**config.mk**
```make
export PLATFORM = sky130hd
export DESIGN_NAME = pfr_ctrl
export DESIGN_NICKNAME = d
export VERILOG_FILES = /design/src/rtl/pfr_pkg.sv /design/src/rtl/pfr_page_track.sv /design/src/rtl/pfr_wait_timer.sv /design/src/rtl/pfr_ctrl.sv
export SDC_FILE = /design/constraint.sdc
export NUM_CORES = 1
export LEC_CHECK = 0
export BUFFER_PORTS_ARGS = -buffer_cell sky130_fd_sc_hd__clkbuf_2
export CAP_MARGIN = 10
export CORE_UTILIZATION = 37
export DETAILED_ROUTE_END_ITERATION = 7
export GPL_TIMING_DRIVEN = 0
export HOLD_SLACK_MARGIN = 0.12
export PLACE_DENSITY_LB_ADDON = 0.05
export SETUP_SLACK_MARGIN = 0.1
export SLEW_MARGIN = 20
export SYNTH_ARGS = -nofsm -noshare
export SYNTH_HDL_FRONTEND = slang
export SYNTH_SLANG_ARGS = --single-unit
```
**constraint.sdc**
```tcl
create_clock -name clk -period 2.8 [get_ports clk]
set_input_delay 0.28 -clock clk [delete_from_list [all_inputs] [get_ports clk]]
set_output_delay 0.28 -clock clk [all_outputs]
set_load 0.05 [all_outputs]
```
**src/rtl/pfr_pkg.sv**
```systemverilog
`timescale 1ns/1ps
// Package: shared types and helpers for the page-mode flash read controller.
// Assumes nothing beyond IEEE 1800-2017 constant-function support.
package pfr_pkg;

    typedef enum logic [0:0] {
        ST_IDLE = 1'b0,
        ST_WAIT = 1'b1
    } pfr_state_e;

    // Larger of two cycle counts, used to size the session-opening wait.
    function automatic int unsigned pfr_max(input int unsigned a, input int unsigned b);
        return (a > b) ? a : b;
    endfunction

endpackage

```
**src/rtl/pfr_page_track.sv**
```systemverilog
`timescale 1ns/1ps
// Module: pfr_page_track
// Keeps the chip-enable session state and the number of the open page.
// It reports whether a candidate page hits the open one, and it closes the
// session after IDLE_CLOSE consecutive idle ticks.
// Assumes open_i and idle_i are never high together.
module pfr_page_track #(
    parameter int unsigned PAGE_W     = 21,
    parameter int unsigned IDLE_CLOSE = 16
) (
    input  logic              clk,
    input  logic              rst_n,
    input  logic              open_i,
    input  logic              idle_i,
    input  logic [PAGE_W-1:0] page_i,
    output logic              sess_open_o,
    output logic              hit_o
);
    localparam int unsigned IDLE_W = $clog2(IDLE_CLOSE + 1);

    logic              open_q;
    logic [PAGE_W-1:0] page_q;
    logic [IDLE_W-1:0] idle_cnt_q;

    // Track the session and page; end the session when the idle budget is spent.
    always_ff @(posedge clk) begin
        if (!rst_n) begin
            open_q     <= 1'b0;
            page_q     <= '0;
            idle_cnt_q <= '0;
        end else if (open_i) begin
            open_q     <= 1'b1;
            page_q     <= page_i;
            idle_cnt_q <= '0;
        end else if (open_q && idle_i) begin
            if (idle_cnt_q == IDLE_W'(IDLE_CLOSE - 1)) begin
                open_q     <= 1'b0;
                idle_cnt_q <= '0;
            end else begin
                idle_cnt_q <= idle_cnt_q + 1'b1;
            end
        end else begin
            idle_cnt_q <= '0;
        end
    end

    // A hit needs both a live session and a matching page number.
    always_comb begin
        sess_open_o = open_q;
        hit_o       = open_q && (page_q == page_i);
    end

    // the session ends only when the idle count has just run out.
    p_close_on_idle_r6: assert property (@(posedge clk) disable iff (!rst_n)
        $fell(open_q) |-> ($past(idle_cnt_q) == IDLE_W'(IDLE_CLOSE - 1)));

endmodule

```
**src/rtl/pfr_wait_timer.sv**
```systemverilog
`timescale 1ns/1ps
// Module: pfr_wait_timer
// Down-counter that times the gap from an address change to the bus sample.
// done_o is high during the cycle whose closing edge is the sample edge.
// Assumes load_val_i is at least 1.
module pfr_wait_timer #(
    parameter int unsigned CNT_W = 4
) (
    input  logic             clk,
    input  logic             rst_n,
    input  logic             load_i,
    input  logic [CNT_W-1:0] load_val_i,
    output logic             done_o
);
    logic [CNT_W-1:0] cnt_q;

    // Load on a new access, then count down to zero.
    always_ff @(posedge clk) begin
        if (!rst_n) begin
            cnt_q <= '0;
        end else if (load_i) begin
            cnt_q <= load_val_i;
        end else if (cnt_q != '0) begin
            cnt_q <= cnt_q - 1'b1;
        end
    end

    // Last cycle of the wait.
    always_comb done_o = (cnt_q == CNT_W'(1));

    // a new access is never started while a wait is still running.
    p_load_when_free_r9: assert property (@(posedge clk) disable iff (!rst_n)
        load_i |-> (cnt_q == '0));

endmodule

```
**src/rtl/pfr_ctrl.sv**
```systemverilog
`timescale 1ns/1ps
// Module: pfr_ctrl (top)
// Host-side read controller for an asynchronous page-mode NOR flash.
// It accepts one read at a time, chooses the page, random or
// session-opening wait, captures the bus and returns the data in order.
// Assumes byte_mode_i changes only while chip enable is high and that
// every timing parameter is at least 1.
module pfr_ctrl #(
    parameter int unsigned ADDR_W     = 24,
    parameter int unsigned T_RAND     = 9,
    parameter int unsigned T_PAGE     = 3,
    parameter int unsigned T_OE       = 4,
    parameter int unsigned IDLE_CLOSE = 16
) (
    input  logic              clk,
    input  logic              rst_n,
    input  logic              byte_mode_i,
    input  logic              req_valid_i,
    output logic              req_ready_o,
    input  logic [ADDR_W:0]   req_addr_i,
    output logic              rsp_valid_o,
    output logic [15:0]       rsp_data_o,
    output logic              flash_ce_n_o,
    output logic              flash_oe_n_o,
    output logic              flash_we_n_o,
    output logic [ADDR_W-1:0] flash_addr_o,
    input  logic [15:0]       flash_dq_i,
    output logic [15:0]       flash_dq_o,
    output logic [15:0]       flash_dq_oe_o
);
    import pfr_pkg::*;

    localparam int unsigned PAGE_W  = ADDR_W - 3;
    localparam int unsigned T_FIRST = pfr_max(T_RAND, T_OE);
    localparam int unsigned CNT_W   = $clog2(T_FIRST + 1);
    localparam logic [CNT_W-1:0] W_FIRST = CNT_W'(T_FIRST);
    localparam logic [CNT_W-1:0] W_RAND  = CNT_W'(T_RAND);
    localparam logic [CNT_W-1:0] W_PAGE  = CNT_W'(T_PAGE);

    pfr_state_e        state_q;
    logic [ADDR_W-1:0] word_addr, addr_q;
    logic              lsb_sel, lsb_q, mode_q;
    logic              accept, idle_tick, sess_open, page_hit, wait_done;
    logic [CNT_W-1:0]  wait_val;
    logic              rsp_valid_q;
    logic [15:0]       rsp_data_q;

    // Split the request address by bus width and classify the request.
    always_comb begin
        word_addr = byte_mode_i ? req_addr_i[ADDR_W:1] : req_addr_i[ADDR_W-1:0];
        lsb_sel   = byte_mode_i & req_addr_i[0];
        accept    = req_valid_i && (state_q == ST_IDLE);
        idle_tick = (state_q == ST_IDLE) && !req_valid_i;
        if (!sess_open)   wait_val = W_FIRST;
        else if (page_hit) wait_val = W_PAGE;
        else               wait_val = W_RAND;
    end

    pfr_page_track #(
        .PAGE_W     (PAGE_W),
        .IDLE_CLOSE (IDLE_CLOSE)
    ) u_track (
        .clk         (clk),
        .rst_n       (rst_n),
        .open_i      (accept),
        .idle_i      (idle_tick),
        .page_i      (word_addr[ADDR_W-1:3]),
        .sess_open_o (sess_open),
        .hit_o       (page_hit)
    );

    pfr_wait_timer #(
        .CNT_W (CNT_W)
    ) u_timer (
        .clk        (clk),
        .rst_n      (rst_n),
        .load_i     (accept),
        .load_val_i (wait_val),
        .done_o     (wait_done)
    );

    // Access sequencing: latch the address on accept, capture data at the end of the wait.
    always_ff @(posedge clk) begin
        if (!rst_n) begin
            state_q     <= ST_IDLE;
            addr_q      <= '0;
            lsb_q       <= 1'b0;
            mode_q      <= 1'b0;
            rsp_valid_q <= 1'b0;
            rsp_data_q  <= '0;
        end else begin
            rsp_valid_q <= 1'b0;
            if (accept) begin
                state_q <= ST_WAIT;
                addr_q  <= word_addr;
                lsb_q   <= lsb_sel;
                mode_q  <= byte_mode_i;
            end else if ((state_q == ST_WAIT) && wait_done) begin
                state_q     <= ST_IDLE;
                rsp_valid_q <= 1'b1;
                rsp_data_q  <= mode_q ? {8'h00, flash_dq_i[7:0]} : flash_dq_i;
            end
        end
    end

    // Pin drive: strobes follow the session, and line 15 carries the byte select in byte mode.
    always_comb begin
        req_ready_o   = (state_q == ST_IDLE);
        rsp_valid_o   = rsp_valid_q;
        rsp_data_o    = rsp_data_q;
        flash_ce_n_o  = ~sess_open;
        flash_oe_n_o  = ~sess_open;
        flash_we_n_o  = 1'b1;
        flash_addr_o  = addr_q;
        flash_dq_o    = {lsb_q, 15'b0};
        flash_dq_oe_o = {byte_mode_i, 15'b0};
    end

    // the address and the byte-select line hold still during a wait.
    p_addr_stable_r10: assert property (@(posedge clk) disable iff (!rst_n)
        ((state_q == ST_WAIT) && $past(state_q == ST_WAIT)) |->
            ($stable(flash_addr_o) && $stable(flash_dq_o)));

    // chip enable stays low for the whole of a wait.
    p_ce_held_in_wait_r5: assert property (@(posedge clk) disable iff (!rst_n)
        (state_q == ST_WAIT) |-> !flash_ce_n_o);

    // a response lasts exactly one cycle.
    p_rsp_single_r9: assert property (@(posedge clk) disable iff (!rst_n)
        rsp_valid_o |=> !rsp_valid_o);

endmodule

```
==> results.py <==
metrics = {
    "job": {
        "drv_cap": 0,
    },
    "synth": {
        "avgSynthCellArea_um2": 8.81,
        "yosysSeqAreaShare_pct": 39.9,
        "ys_ff_latch": 54,
        "synthDistinctLibCells": 34,
        "synthCells": 308,
        "syn_area_mm2": 0.00271,
        "yosysWarnings": 0,
    },
    "power": {
        "p_total_uw": 2180,
        "leakage_uw": 0.00162,
        "vdd_ir_drop_max_uv": 252,
        "powerDensity_mw_per_mm2": 622,
    },
    "worst_setup_path": {
        "worstSetupEndpointType": "flip-flop",
        "slowest_delay_ps": 450,
        "path_cells": "inv_1, ha_1, and3_1, clkbuf_1, clkbuf_1, nand3b_1, a21oi_1",
        "worstSetupStartpointType": "flip-flop",
        "critPathSlowestCell": "clkbuf_1",
        "cp_max_fo": 10,
        "cp_common_cell": "clkbuf_1",
        "worst_ep_arrival_time_ps": 2050,
        "crit_start": "u_timer.cnt_q[1]$_SDFFE_PN0P_",
        "critPathRequiredTime_ps": 3050,
        "rr_startpoint": "u_timer.cnt_q[1]$_SDFFE_PN0P_",
        "crit_family": "buffers and inverters",
        "criticalPathCategory": "flip-flop to flip-flop",
        "cp.buffers_inverters": 3,
    },
    "timing": {
        "slew_viol_final": 0,
        "setup_tns_ps": 0,
        "rsz0062_at_grt": "false",
        "worst_pin_slew_ps": 515,
        "finalCritPeriodShare_pct": 64.4,
        "finalHoldViolations": 0,
        "period_needed_ps": 1800,
        "skew_ps": 4.98,
        "max_freq_ghz": 0.554,
        "whs_ps": 181,
        "maxSlewHeadroom_pct": 65.7,
        "setup_viol": 0,
    },
    "die": {
        "rows": 30,
        "die_x_um": 87.6,
        "die_area_mm2": 0.00768,
        "die_y_um": 87.6,
        "coreArea_mm2": 0.00694,
        "io_pins": 122,
        "start_util_pct": 39.1,
    },
    "finish": {
        "final_cell_mix": "clkbuf_2, dfxtp_1, nor2_1",
        "post-route-util_pct": 50.5,
        "drive_gt1_share_pct": 31.8,
        "area_growth_pct": 29.2,
        "fin_nets": 482,
        "insertedDiodeCount": 0,
        "final_common_cell": "clkbuf_2",
    },
    "global_route": {
        "grt_pass1_wl_um": 10000,
        "grt_max_degree": 19,
        "grt_overflow_total": 0,
        "antenna_found_initial": 0,
        "track_usage_pct": 17.0,
        "grt_pass1_vias": 2125,
    },
    "cts": {
        "cts_inserted_buffers": 5,
        "path_clk_slew_ps": 100,
        "root_buffer": "clkbuf_8",
        "cts_buffer_depth": 2,
        "clk_latency_ps": 310,
        "cts_resized": 0,
        "cts_tree": "built",
        "postCtsHoldBufs": 0,
        "cts_setup_buffers": 0,
        "cts_htree_levels": 2,
        "clock_sinks": 54,
    },
    "route": {
        "avgViaCountPerCell": 4.47,
        "drt-total-wl_um": 6550,
        "drtIter0Drc": 58,
        "drcViolationCount": 0,
        "vias": 2371,
        "ant_nets": 0,
        "routedWlPerCell_um": 12.4,
        "dr.pass1.iters": 4,
    },
    "placement": {
        "gp_congestion": 0.812,
        "port_buffers": 89,
        "place_hpwl_um": 5000,
    },
    "hold_path": {
        "hold_path.startpoint": "flash_dq_i[5]",
        "hold_path_class": "input port to flip-flop",
    },
    "run_status": {
        "status": "finished, final reports clean",
    },
}
==> sequential cells by signal, summed over array words and instances, names as in the netlist <==
signal               cells
flash_addr_o            24
lsb_q                    1
mode_q                   1
rsp_data_o              16
rsp_valid_o              1
state_q                  1
u_timer.cnt_q            4
u_track.idle_cnt_q       5
u_track.sess_open_o      1
==> cells by family after synthesis <==
group,Yosys count,synth area share [%]
compound gates,55,13.1
xor+xnor,22,7.10
fa+ha+maj,4,1.85
buf+inv,57,13.5
flops,54,39.9
mux,24,8.99
other cells,2,0.277
simple gates,90,15.3
==> stage by stage <==
step / cell area, µm² / worst slack [ps] / cells
2_1_floorplan: 2820 / 1210 / 337
3_3_place_gp: 3390 / 833 / 522
3_5_place_dp: 3390 / 854 / 522
4_1_cts: 3500 / 998 / 530
5_1_grt: 3500 / 820 / 530
6_report: 3500 / 996 / 530
==> Yosys cell counts <==
cell type	count	area [µm²]
inv_2	1	3.75
conb_1	2	7.51
o21a_1	2	15.0
nor4_1	3	18.8
and2_1	1	6.26
nand4_1	3	18.8
buf_4	34	255
nor2_1	35	131
ha_1	4	50.1
mux2i_2	1	13.8
clkbuf_1	12	45.0
dfxtp_1	54	1080
and3_1	2	12.5
nand2_1	29	109
xnor2_1	20	175
nand3b_1	9	67.6
nor2b_1	1	6.26
buf_1	1	3.75
buf_6	1	11.3
buf_2	1	5.00
o32ai_2	1	16.3
o22ai_1	1	6.26
nand3_1	3	15.0
or3_1	1	6.26
xor2_1	2	17.5
inv_1	6	22.5
a21oi_1	25	125
buf_12	1	20.0
o21ai_0	1	5.00
a211oi_1	25	188
nor3_1	1	5.00
nand2b_1	1	6.26
nor4_2	1	12.5
mux2i_1	23	230
==> final timing paths <==
path                                               endpoint  slack [ps]  cells past startpoint
worst min-delay path             rsp_data_o[5]$_SDFFE_PN0P_         180                      3
worst min register to register  rsp_data_o[13]$_SDFFE_PN0P_         460                      2
worst max register to register  rsp_data_o[14]$_SDFFE_PN0P_        1000                      7
worst max-delay path            rsp_data_o[14]$_SDFFE_PN0P_        1000                      7
==> worst min-delay path, delay by kind of cell <==
kind | cells | cell delay (ps)
and+or+nand+nor | 1 | 50
buffers and inverters | 1 | 80
AOI/OAI and AO/OA | 1 | 50
==> power breakdown <==
part	total [µW]	switching [µW]	leakage, µW	internal, µW
Combinational	744	511	0.00112	233
Sequential	890	54.0	0.000443	836
Clock	546	274	0.0000587	272
Total	2180	840	0.00162	1340
==> layout make-up <==
| type | instances | area, µm² |
|---|---|---|
| plain buffers | 50 | 340 |
| clock buffers | 5 | 68.8 |
| clock inverters | 3 | 47.5 |
| fillers | 697 | 3440 |
| inverters | 7 | 26.3 |
| multi-input cells | 226 | 1370 |
| flip-flops and latches | 54 | 1080 |
| well taps | 96 | 120 |
| repair buffers | 89 | 445 |
==> routing by layer <==
metal  routed length (µm)  global-route usage [%]  vias up
met5                    0                       0        -
met3                  385                    4.52        6
met4                   74                    5.66        0
met1                 3200                    22.6     1040
li1                     -                       -     1233
met2                 2890                    26.8       92
(Power assumes the default switching activity.)
